==> src/rtl/bwa_pkg.sv <==
package bwa_pkg;

    localparam int WORD_W     = 32;
    localparam int WORD_BYTES = WORD_W / 8;

    typedef enum logic [1:0] {
        PW_8   = 2'b00,
        PW_16  = 2'b01,
        PW_32  = 2'b10,
        PW_32X = 2'b11
    } port_width_e;

    typedef enum logic [1:0] {
        XS_BYTE = 2'b00,
        XS_HALF = 2'b01,
        XS_WORD = 2'b10
    } xfer_size_e;

    typedef struct packed {
        xfer_size_e  size;
        logic [1:0]  last_idx;
    } burst_plan_t;

    function automatic burst_plan_t plan_burst(input logic [1:0] code, input logic byte_q);
        burst_plan_t p;
        if (byte_q) begin
            p.size     = XS_BYTE;
            p.last_idx = 2'd0;
        end else begin
            case (port_width_e'(code))
                PW_8:    begin p.size = XS_BYTE; p.last_idx = 2'd3; end
                PW_16:   begin p.size = XS_HALF; p.last_idx = 2'd1; end
                default: begin p.size = XS_WORD; p.last_idx = 2'd0; end
            endcase
        end
        return p;
    endfunction

endpackage

==> src/rtl/bwa_planner.sv <==
module bwa_planner
    import bwa_pkg::*;
#(
    parameter int ADDR_W = 32
) (
    input  logic [1:0]        width_code,
    input  logic              byte_q,
    input  logic [ADDR_W-1:0] addr_in,
    output burst_plan_t       plan,
    output logic [ADDR_W-1:0] start_addr
);
    localparam int ALIGN_BITS = $clog2(WORD_BYTES);

    always_comb begin
        plan = plan_burst(width_code, byte_q);
        if (byte_q)
            start_addr = addr_in;
        else
            start_addr = {addr_in[ADDR_W-1:ALIGN_BITS], {ALIGN_BITS{1'b0}}};
    end
endmodule

==> src/rtl/bwa_sequencer.sv <==
module bwa_sequencer
    import bwa_pkg::*;
#(
    parameter int ADDR_W = 32
) (
    input  logic              clk,
    input  logic              rst,
    input  logic              start,
    input  burst_plan_t       plan_in,
    input  logic [ADDR_W-1:0] base_in,
    input  logic              mem_ready,
    output logic              busy,
    output logic [1:0]        beat_idx,
    output xfer_size_e        cur_size,
    output logic [ADDR_W-1:0] mem_addr,
    output logic              mem_first,
    output logic              mem_last,
    output logic              beat_done,
    output logic              burst_done
);
    burst_plan_t       plan_q;
    logic [ADDR_W-1:0] base_q;
    logic              byte_q_seen;

    always_ff @(posedge clk) begin
        if (rst) begin
            busy     <= 1'b0;
            beat_idx <= 2'd0;
            plan_q   <= '{size: XS_BYTE, last_idx: 2'd0};
            base_q   <= '0;
        end else if (start) begin
            busy     <= 1'b1;
            beat_idx <= 2'd0;
            plan_q   <= plan_in;
            base_q   <= base_in;
        end else if (busy && mem_ready) begin
            if (beat_idx == plan_q.last_idx)
                busy <= 1'b0;
            else
                beat_idx <= beat_idx + 2'd1;
        end
    end

    always_comb begin
        cur_size    = plan_q.size;
        mem_addr    = base_q + ({{(ADDR_W-2){1'b0}}, beat_idx} << plan_q.size);
        mem_first   = busy && (beat_idx == 2'd0);
        mem_last    = busy && (beat_idx == plan_q.last_idx);
        beat_done   = busy && mem_ready;
        burst_done  = beat_done && mem_last;
        byte_q_seen = (plan_q.size == XS_BYTE) && (plan_q.last_idx == 2'd0);
    end


    hold_while_wait_chk: assert property (@(posedge clk) disable iff (rst)
        (busy && !mem_ready) |=> (busy && $stable(mem_addr) && $stable(cur_size)
                                  && $stable(mem_first) && $stable(mem_last)));


    aligned_start_chk: assert property (@(posedge clk) disable iff (rst)
        (mem_first && !byte_q_seen) |-> (mem_addr[1:0] == 2'b00));


    word_single_chk: assert property (@(posedge clk) disable iff (rst)
        (mem_first && cur_size == XS_WORD) |-> mem_last);


    no_restart_chk: assert property (@(posedge clk) disable iff (rst)
        (busy && !burst_done) |=> busy);
endmodule

==> src/rtl/bwa_packer.sv <==
module bwa_packer
    import bwa_pkg::*;
(
    input  logic              clk,
    input  logic              rst,
    input  logic              start,
    input  logic              beat_done,
    input  logic              burst_done,
    input  logic [1:0]        beat_idx,
    input  xfer_size_e        cur_size,
    input  logic [WORD_W-1:0] mem_rdata,
    output logic              rsp_valid,
    output logic [WORD_W-1:0] rsp_data
);
    logic [WORD_W-1:0] acc_q;
    logic [WORD_W-1:0] acc_nx;

    always_comb begin
        acc_nx = acc_q;
        case (cur_size)
            XS_BYTE: acc_nx[beat_idx*8 +: 8]       = mem_rdata[7:0];
            XS_HALF: acc_nx[beat_idx[0]*16 +: 16]  = mem_rdata[15:0];
            default: acc_nx                        = mem_rdata;
        endcase
    end

    always_ff @(posedge clk) begin
        if (rst) begin
            acc_q     <= '0;
            rsp_valid <= 1'b0;
            rsp_data  <= '0;
        end else begin
            rsp_valid <= burst_done;
            if (start)
                acc_q <= '0;
            else if (beat_done)
                acc_q <= acc_nx;
            if (burst_done)
                rsp_data <= acc_nx;
        end
    end


    single_pulse_chk: assert property (@(posedge clk) disable iff (rst)
        rsp_valid |=> !rsp_valid);
endmodule

==> src/rtl/boot_width_adapter.sv <==
module boot_width_adapter
    import bwa_pkg::*;
#(
    parameter int ADDR_W = 32
) (
    input  logic              clk,
    input  logic              rst,
    input  logic [1:0]        region_width,
    input  logic              req_valid,
    output logic              req_ready,
    input  logic [ADDR_W-1:0] req_addr,
    input  logic              req_byte,
    output logic              mem_valid,
    output logic [ADDR_W-1:0] mem_addr,
    output logic [1:0]        mem_size,
    output logic              mem_first,
    output logic              mem_last,
    input  logic              mem_ready,
    input  logic [31:0]       mem_rdata,
    output logic              rsp_valid,
    output logic [31:0]       rsp_data
);
    burst_plan_t       plan;
    logic [ADDR_W-1:0] start_addr;
    logic              busy;
    logic              start;
    logic [1:0]        beat_idx;
    xfer_size_e        cur_size;
    logic              beat_done;
    logic              burst_done;

    assign req_ready = !busy;
    assign start     = req_valid && !busy;
    assign mem_valid = busy;
    assign mem_size  = cur_size;

    bwa_planner #(.ADDR_W(ADDR_W)) u_planner (
        .width_code (region_width),
        .byte_q     (req_byte),
        .addr_in    (req_addr),
        .plan       (plan),
        .start_addr (start_addr)
    );

    bwa_sequencer #(.ADDR_W(ADDR_W)) u_seq (
        .clk        (clk),
        .rst        (rst),
        .start      (start),
        .plan_in    (plan),
        .base_in    (start_addr),
        .mem_ready  (mem_ready),
        .busy       (busy),
        .beat_idx   (beat_idx),
        .cur_size   (cur_size),
        .mem_addr   (mem_addr),
        .mem_first  (mem_first),
        .mem_last   (mem_last),
        .beat_done  (beat_done),
        .burst_done (burst_done)
    );

    bwa_packer u_pack (
        .clk        (clk),
        .rst        (rst),
        .start      (start),
        .beat_done  (beat_done),
        .burst_done (burst_done),
        .beat_idx   (beat_idx),
        .cur_size   (cur_size),
        .mem_rdata  (mem_rdata),
        .rsp_valid  (rsp_valid),
        .rsp_data   (rsp_data)
    );


    rsp_after_last_chk: assert property (@(posedge clk) disable iff (rst)
        (mem_valid && mem_ready && mem_last) |=> (rsp_valid && req_ready));


    no_stray_rsp_chk: assert property (@(posedge clk) disable iff (rst)
        !(mem_valid && mem_ready && mem_last) |=> !rsp_valid);


    flags_need_valid_chk: assert property (@(posedge clk) disable iff (rst)
        (mem_first || mem_last) |-> mem_valid);


    accept_goes_busy_chk: assert property (@(posedge clk) disable iff (rst)
        (req_valid && req_ready) |=> (mem_valid && mem_first && !req_ready));
endmodule

==> config.mk <==
export PLATFORM = sky130hd
export DESIGN_NAME = boot_width_adapter
export DESIGN_NICKNAME = d
export VERILOG_FILES = /design/src/rtl/bwa_pkg.sv /design/src/rtl/bwa_planner.sv /design/src/rtl/bwa_sequencer.sv /design/src/rtl/bwa_packer.sv /design/src/rtl/boot_width_adapter.sv
export SDC_FILE = /design/constraint.sdc
export NUM_CORES = 1
export LEC_CHECK = 0
export BUFFER_PORTS_ARGS = -buffer_cell sky130_fd_sc_hd__buf_4
export CAP_MARGIN = 20
export CORE_MARGIN = 2
export CORE_UTILIZATION = 30
export DETAILED_ROUTE_END_ITERATION = 10
export GPL_TIMING_DRIVEN = 0
export PLACE_DENSITY_LB_ADDON = 0.05
export SETUP_SLACK_MARGIN = 0.4
export SYNTH_ARGS = -nofsm -noshare
export SYNTH_HDL_FRONTEND = slang
export SYNTH_SLANG_ARGS = --single-unit
==> constraint.sdc <==
create_clock -name clk -period 4 [get_ports clk]
set_input_delay 0.6 -clock clk [delete_from_list [all_inputs] [get_ports clk]]
set_output_delay 0.6 -clock clk [all_outputs]
set_load 0.1 [all_outputs]
After elaboration in Yosys (flattened, before gate mapping)
Cells that the tools add are included.

Add/subtract/negate cells: 4. Multipliers: 0. Divide/modulo/power cells: 0. Magnitude comparators: 0. Equality and inequality tests: 3. Shifts and indexed selects: 5. Multiplexer cells: 9. Bitwise gates (word level): 1. Reduce and logical (&&, ||, !) cells: 14.

Operators with widths (count): negation 5 -> 34 bit (2); bitwise mux 32 bit (2); case mux 32 bit (2 select lines) (1); variable shift 16 x 34 -> 32 bit (first input constant) (1); variable shift 8 x 34 -> 32 bit (first input constant) (1); indexed part select 16 x 34 -> 32 bit (1); indexed part select 8 x 34 -> 32 bit (1); adder 32 bit (1); left shift 2 x 2 -> 32 bit (1); case mux 4 bit (2 select lines) (1); zero test 2 bit (3); logical AND 1 bit (5); equality test 2 x 1 -> 1 bit (second input constant) (2); two-way mux 4 bit (1); AND reduction 2 bit (2); nonzero test 2 bit (2); two-way mux 1 bit (3); adder 2 x 1 -> 2 bit (second input constant) (1); equality test 2 bit (1); two-way mux 2 bit (1); OR reduction 2 bit (1); zero test 1 bit (1); inverter 1 bit (1).

Bits in registers: 104. Latch bits: 0. Bits in writable memories: 0. ROM bits: 0. Bits of input ports: 71. Logic and storage cells: 44. Memories: 0.

Logic depth before layout (Yosys ltp)
Gate-level depths: netlist of run 1.

Word-level depth: 4. Gate-level depth with buffers: 11. Gate-level depth less buffers: 9.

By module
From an unflattened synthesis of run 1, not the netlist that was laid out.

Cell total of the unflattened synthesis: 654. Area total of the unflattened synthesis: 5759.3 µm².

Modules (own cells, without submodules): bwa_packer (times used 1, cells each 363, area each 3206.8 µm²); bwa_sequencer (times used 1, cells each 253, area each 2277.2 µm²); bwa_planner (times used 1, cells each 36, area each 265.3 µm²); boot_width_adapter (times used 1, cells each 2, area each 10.0 µm²).

Worst setup path before layout of run 1
Ideal clock, no wire load.

Kind: register -> output. Start point: reg u_seq.busy. End point: out mem_last. Data arrival time: 3.995 ns. Required time: 3.400 ns. Setup slack: -0.595 ns. Stages on the path, launching flop included: 3. Buffers on the path: 0. Path through: dfxtp_1 inv_1 nor3_1.

Cells in the longest elaborated chain, start to end: 1.

Ends and longest elaborated chain: start: declaration (RTL line bwa_sequencer.sv:12) `output logic busy,`; start signal: assignment (RTL line bwa_sequencer.sv:27) `busy <= 1'b0;`; start signal: assignment (RTL line bwa_sequencer.sv:32) `busy <= 1'b1;`; start signal: assignment (RTL line bwa_sequencer.sv:38) `busy <= 1'b0;`; logical AND 1 bit (RTL line bwa_sequencer.sv:48) `mem_last = busy && (beat_idx == plan_q.last_idx);`; end: declaration (RTL line boot_width_adapter.sv:17) `output logic mem_last,`.

Every way passes these cells.

Final worst setup path of run 1
Start point: reg u_seq.plan_q, in the netlist u_seq.cur_size[1]. End point: out mem_addr[18].

Cells in the longest elaborated chain, start to end: 2.

Ends and longest elaborated chain: start: declaration (RTL line bwa_sequencer.sv:21) `burst_plan_t plan_q;`; start signal: assignment (RTL line bwa_sequencer.sv:29) `plan_q <= '{size: XS_BYTE, last_idx: 2'd0};`; start signal: assignment (RTL line bwa_sequencer.sv:34) `plan_q <= plan_in;`; left shift 2 x 2 -> 32 bit (RTL line bwa_sequencer.sv:46) `mem_addr = base_q + ({{(ADDR_W-2){1'b0}}, beat_idx} << plan_q.size);`; adder 32 bit (RTL line bwa_sequencer.sv:46); end: declaration (RTL line boot_width_adapter.sv:14) `output logic [ADDR_W-1:0] mem_addr,`.

Every way passes these cells.

==> impl_results.md, run 1 <==
* Area grow syn2layout at 48.41%
* Tightest Hold Check Type: reg2reg
* Crit-path cells: buf_4 > buf_6 > o31ai_2 > ha_2 > a21oi_4 > o21ai_4 > and2_1 > buf_4 > nand2_1 > xnor2_4 > buf_12
* DIE AREA at 18110 um^2
* First-pass GRT wire length at roughly 27000 um
* Tot GR Track Use at 19.06%
* Util after Layout at 45.61%
* Seq pwr share at 40.5%
* Status: finished clean
* Max frequency at approximately 0.29 GHz
* ANT cells at 0
* Post-synth EDFFs at 0
* Initial Util at 30.73%
* Largest net degree at the start of global routing at 18
* Final WL at 17300 um
* Critical Path Sink Type: primary output
* Relative slew margins at 57.71%
* Yosys reg bits at between 100 and 150
* Sw Share at 31.63%
* Clock share of power at between 30% and 40%
* Max cap viols at 0
* RSZ-0062 raised after global routing: true
* Via count at 5043
* Routed wire length per instance at 17.55 um
* Family with the most delay on the worst path: buffers and inverters
* 1st-iter DRT viols at 338
* Vias per cell at just over 5
* Critical-path top delay cell: ha_2
* Die W at between 100 and 150 um
* Worst-path clk slew at 0.07 ns
* CP Class: reg2out
* Period utilization at between 80% and 90%
* Fraction of layout cells with a size suffix above 1 at 32.51%
* DRT Pass-1 Iters at 4
* Top-area cell type share of the netlist area at 40.70%
* Io pins at 142
* Initial antenna violation count at 0
* Placed Cells at 966
* P per Cell Area at 366.2 nW/um^2
* Slew Limit Fails at 0
* Pleak at roughly 3.2 nW
* Synth Flop Type: dfxtp_1
* Worst setup margin at 0.5475 ns
* Crit path top cell by count: buf_4
* Clock Path Buffers at 2
* Skew final at ~0.012 ns
* Final Non-Filler Cells at 986
* Min Clock Period, post-route at 3.453 ns
* DP Area at approximately 7000 um^2
* Cell type with the largest total area after synthesis: dfxtp_1
* CTS tree: yes
* Mapped Cells at 605
* Grt ovf at 0
* Synth Cell Area at between 5000 and 6000 um^2
* Post-Syn Nets at 687
* DP HPWL at ~13000 um
* Post-place setup slack at -0.09830 ns
* Die H at between 100 and 150 um
* Hold Buf Count CTS at 0
* Worst-Skew Late Latency at about 0.36 ns
* Final routed DRC violation total at 0
* Worst Path Buf+Inv at 4
* H-Tree Depth at 3
* Yosys warnings at 0
* Commonest non-fill, non-tap cells in the layout: 133 x buf_4, 101 x dfxtp_1, 93 x nand2_1
* Logic pwr share at 22.1%
* Internal Power at 0.001900 W
* Crit path DAT at 2.85 ns
* CTS Buf Count at 9
* Antenna-violating nets left at 0
* Gpl congestion at 0.8277
* Critical Path Fanout Max at 10
* Core Region at 16640 um^2
* Synth async-reset ratio at 0%
* CP required at 3.40 ns
* Setup Viol. Count Final at 0
* Net switching power at 0.0008792 W
* Max VDD drop at 0.0002556 V
* Clock Sinks at 104
* Final instance area at 7591 um^2
* Count of cell types in the netlist at 49
* Avg Cell Area, Syn at 8.454 um^2
* CP max stage delay at 0.38 ns
* Root Driver: clkbuf_16
* # rows at 47
* Ranking of synthesized cells by area: dfxtp_1 41%, nand2_1 7.0%, a21oi_1 6.9%
* Final hold vios at 0
* Vias in the first global route at between 4000 and 5000
* Worst-Margin Slew at 0.6344 ns
* Register area share after synthesis at 40.70%
* Most common cell after layout, fill and taps aside: buf_4
* Sum Neg Setup Slack at 0 ns
* Nets at ~840
* Port bufs at 141
* Crit start category: flop
## cell usage after synthesis (6+ instances only)
cell type  count
nor2_1        43
a22oi_1        9
a22o_1        32
mux2i_1       18
ha_1          10
clkbuf_1      24
o21ai_0       33
inv_1          7
xnor2_1       25
a21oi_1       71
buf_2          9
nand3_1       13
a221o_1       16
o21ai_1       16
dfxtp_1      104
a222oi_1       8
and3_1         6
xor2_1         7
nand2_1       95
## routing by layer
metal | share of wire [%] | vias up | global-route usage, %
li1 | - | 2473 | -
met3 | 6.9 | 20 | 4.242
met4 | 1.5 | 0 | 5.439
met5 | 0 | - | 0
met2 | 46 | 165 | 29.79
met1 | 46 | 2385 | 26.48
## cell type report
cell class	count	area [um^2]
Sequential cell	104	2088
Multi-Input combinational cell	445	3294
Tap cell	220	275.3
Timing Repair Buffer	145	1257
Buffer	47	285.3
Inverter	9	46.29
Clock inverter	6	115.1
Clock buffer	10	229.0
Fill cell	1622	9051
## worst register-to-register path, stage by stage, from the launching register on
cell	delay, ns
dfxtp_1	0.39
buf_6	0.14
inv_2	0.07
ha_1	0.36
nor4bb_1	0.30
clkbuf_1	0.39
a221o_1	0.22
a22o_1	0.16
nor2_1	0.05
nor2_1	0.12
## state kept, by name (all words and copies together) (netlist names)
signal	count
u_pack.rsp_data	32
u_pack.acc_q	32
u_seq.cur_size	2
u_seq.plan_q	2
u_seq.base_q	32
u_pack.rsp_valid	1
u_seq.busy	1
u_seq.beat_idx	2
## power by group through the flow
stage / sequential [W] / combinational [W] / clock (W)
final: 0.00113 / 0.000615 / 0.00104
after CTS: 0.00113 / 0.000610 / 0.00106
after detailed placement: 0.00115 / 0.000586 / 0
after global placement: 0.00115 / 0.000581 / 0
after floorplan: 0.00120 / 0.000350 / 0
after global routing: 0.00113 / 0.000649 / 0.00109
## through the flow
step	hold slack (ns)	total power (W)
after floorplan	0.4362	0.001554
after global placement	0.4424	0.001728
after detailed placement	0.4414	0.001734
after CTS	0.4458	0.002790
after global routing	0.4522	0.002872
final	0.4539	0.002780
## logic make-up (layout without fill, tap and decap cells)
kind of cell / Yosys count / after routing / synth area share [%]
AOI/OAI and AO/OA: 193 / 193 / 24.51
xor gates and xnor gates: 33 / 33 / 5.798
adders and majority gates: 11 / 11 / 2.838
buffers and inverters: 56 / 217 / 5.553
DFF: 104 / 104 / 40.70
muxes: 18 / 18 / 3.522
and+or+nand+nor: 190 / 190 / 17.07
## path summary, 6_finish.rpt
kind | start | to | slack, ns | cells after the start
setup / recovery | u_seq.cur_size[1] | mem_addr[18] | 0.55 | 11
hold / removal | u_pack.rsp_data[5] | u_pack.rsp_data[5] | 0.45 | 2
setup reg to reg | u_seq.beat_idx[0] | u_pack.acc_q[26] | 1.74 | 9
hold reg to reg | u_pack.rsp_data[5] | u_pack.rsp_data[5] | 0.45 | 2
## what timing repair did
| action | 4_1_cts | 5_1_grt |
|---|---|---|
| gates resized for setup | 60 | 33 |
| buffers inserted | 3 | 1 |
| pin swaps | 5 | 6 |
| endpoints found under the setup margin | 29 | 28 |
(Power assumes the default switching activity.)
==> run 2, diff against run 1 <==
--- a/config.mk
+++ b/config.mk
@@ -11,2 +11,3 @@
 export CORE_UTILIZATION = 30
+export CTS_BUF_LIST = sky130_fd_sc_hd__clkbuf_4 sky130_fd_sc_hd__clkbuf_8
 export DETAILED_ROUTE_END_ITERATION = 10
--- a/constraint.sdc
+++ b/constraint.sdc
@@ -3,2 +3,2 @@
 set_output_delay 0.6 -clock clk [all_outputs]
-set_load 0.1 [all_outputs]
+set_load 0.02 [all_outputs]
==> impl_results.md, run 2 (synthesis gave the netlist of run 1 again) <==
* Status: finished clean (unchanged)
* Hold path startpoint: req_valid (was u_pack.rsp_data[5])
* Worst r2r src: u_seq.beat_idx[0] (unchanged)
* Die H at 134.6 um (unchanged)
* Initial Util at 30.73% (unchanged)
* DRT Pass-1 Iters at 7 (was 4)
* Die W at 134.6 um (unchanged)
* H-Tree Depth at 3 (unchanged)
* DP HPWL at 12570 um (was 12970 um)
* Hold endpoint: u_seq.busy (was u_pack.rsp_data[5])
* ANT cells at 0 (unchanged)
* Internal Power at 0.001553 W (was 0.001900 W)
* Net switching power at 0.0006403 W (was 0.0008792 W)
* Fraction of layout cells with a size suffix above 1 at 26.87% (was 32.51%)
* Sw Share at 29.20% (was 31.63%)
* CTS tree: yes (unchanged)
* P per Cell Area at 324.6 nW/um^2 (was 366.2 nW/um^2)
* Routed wire length per instance at 17.19 um (was 17.55 um)
* CTS Buf Count at 9 (unchanged)
* Period utilization at 85.59% (was 86.31%)
* Largest net degree at the start of global routing at 18 (unchanged)
* Area grow syn2layout at 32.09% (was 48.41%)
* Hold Path Depth at 2 (unchanged)
* CP required at 3.40 ns (about the same)
* Core Region at 16640 um^2 (unchanged)
* Hold Buf Count CTS at 0 (unchanged)
* Final hold vios at 0 (unchanged)
* Vias in the first global route at 4958 (was 4877)
* Antenna-violating nets left at 0 (unchanged)
* Commonest non-fill, non-tap cells in the layout: 149 x buf_4, 101 x dfxtp_1, 94 x nand2_1 (was 133 x buf_4, 101 x dfxtp_1, 93 x nand2_1)
* Max frequency at 0.2921 GHz (was 0.2896 GHz)
* Final WL at 16900 um (was 17300 um)
* Critical Path Sink Type: primary output (unchanged)
* 1st-iter DRT viols at 332 (was 338)
* Port bufs at 141 (unchanged)
* Min Clock Period, post-route at 3.423 ns (was 3.453 ns)
* Crit path DAT at 2.82 ns (was 2.85 ns)
* Met2 wire length at 8062 um (was 7877 um)
* Root Driver: clkbuf_8 (was clkbuf_16)
* Tightest Hold Check Type: in2reg (was reg2reg)
* RSZ-0062 raised after global routing: false (was true)
* Crit start category: flop (unchanged)
* Logic pwr share at 17.3% (was 22.1%)
* Reg2reg setup slack at 1.73 ns (was 1.74 ns)
* DR top layer: met4 (unchanged)
* Gpl congestion at 0.8080 (was 0.8277)
* Seq pwr share at 50.8% (was 40.5%)
* Clock Sinks at 104 (unchanged)
* Worst-path clk slew at 0.10 ns (was 0.07 ns)
* Relative slew margins at 62.43% (was 57.71%)
* Vias per cell at 5.054 (was 5.115)
* Final routed DRC violation total at 0 (unchanged)
* Critical Path Fanout Max at 10 (unchanged)
* Clock share of power at 31.9% (was 37.4%)
* Nets at 841 (was 843)
* Total length of routed met3 wires at 1052 um (was 1188 um)
* Layout filler cell count at 1711 (was 1622)
* R2r endpoint: u_pack.acc_q[30] (was u_pack.acc_q[26])
* Worst-Skew Late Latency at 0.38 ns (was 0.36 ns)
* # rows at 47 (unchanged)
* Via count at 4968 (was 5043)
* First-pass GRT wire length at 26240 um (was 26600 um)
* Slew Limit Fails at 0 (unchanged)
* Initial antenna violation count at 0 (unchanged)
* Sum Neg Setup Slack at 0 ns (unchanged)
* Placed Cells at 966 (unchanged)
* Tot GR Track Use at 18.57% (was 19.06%)
* Most common cell after layout, fill and taps aside: buf_4 (unchanged)
* Max VDD drop at 0.0002067 V (was 0.0002556 V)
* Max cap viols at 0 (unchanged)
* Worst Reg-to-Reg Cells at 9 (unchanged)
* Pleak at 2.834 nW (was 3.178 nW)
* Grt ovf at 0 (unchanged)
* CP Class: reg2out (unchanged)
* Worst-Margin Slew at 0.5636 ns (was 0.6344 ns)
* Skew final at 0.01451 ns (was 0.01206 ns)
* Setup Viol. Count Final at 0 (unchanged)
* Io pins at 142 (unchanged)
* Clock Path Buffers at 2 (unchanged)
* Final Non-Filler Cells at 983 (was 986)
* M1 wire length at 7488 um (was 7980 um)
* Biggest regs: u_pack.acc_q (32), u_pack.rsp_data (32), u_seq.base_q (32) (unchanged)
* DIE AREA at 18110 um^2 (unchanged)
==> run 2: routing by layer <==
layer / global-route usage [%] / vias to the layer above
met5: 0 / -
met4: 6.257 / 0
met3: 4.092 / 19
met2: 31.21 / 159
met1: 23.62 / 2325
li1: - / 2465
==> run 2: power groups by stage <==
stage | Clock (W) | Sequential, W | Combinational [W]
final | 0.000700 | 0.00111 | 0.000380
after global routing | 0.000768 | 0.00112 | 0.000413
after CTS | 0.000735 | 0.00111 | 0.000380
after detailed placement | 0 | 0.00114 | 0.000377
after global placement | 0 | 0.00113 | 0.000374
after floorplan | 0 | 0.00114 | 0.000195
==> run 2: stage by stage <==
step / utilization [%] / total power (W) / hold WS [ns] / worst slack, ns / instance area [um^2]
6_report: 40.60 / 0.002193 / 0.4325 / 0.5766 / 6756
5_1_grt: 40.60 / 0.002302 / 0.4190 / 0.3935 / 6756
4_1_cts: 40.17 / 0.002228 / 0.4140 / 0.4185 / 6685
3_5_place_dp: 38.75 / 0.001514 / 0.4428 / 0.2646 / 6449
3_3_place_gp: 38.75 / 0.001509 / 0.4386 / 0.2754 / 6449
2_1_floorplan: - / 0.001334 / 0.4362 / 0.8251 / 5115
==> run 2: worst max path at each step <==
stage	start	end	slack (ns)	cells past startpoint
after detailed placement	u_seq.cur_size[0]	mem_addr[28]	0.26	12
after floorplan	u_seq.cur_size[0]	mem_addr[15]	0.83	11
final	u_seq.cur_size[0]	mem_addr[15]	0.58	13
after global routing	u_seq.cur_size[0]	mem_addr[15]	0.39	13
after global placement	u_seq.cur_size[0]	mem_addr[28]	0.28	12
after CTS	u_seq.beat_idx[0]	mem_addr[15]	0.42	12
==> run 2: critical path, stage by stage (launching register included) <==
cell      delay [ns]
dfxtp_4         0.38
buf_8           0.14
buf_12          0.14
mux2i_4         0.23
nor2b_1         0.07
ha_1            0.32
buf_4           0.15
nand3_1         0.07
nand2_1         0.06
or2_2           0.29
clkbuf_4        0.17
nand4_1         0.11
xnor2_1         0.14
buf_4           0.17
==> run 2: layout make-up <==
cell class	instances	area, um^2	share of cell area (%)
Buffer	47	281.5	4.167
Clock buffer	10	137.6	2.037
Clock inverter	5	63.81	0.9444
Inverter	9	46.29	0.6852
Multi-Input combinational cell	445	2790	41.30
Sequential cell	104	2088	30.91
Tap cell	220	275.3	4.074
Timing Repair Buffer	143	1074	15.89
==> run 2: repair_timing <==
action,in CTS,in global routing
buffers inserted,0,2
pin swaps,0,4
endpoints found under the setup margin,28,21
gates resized for setup,14,18
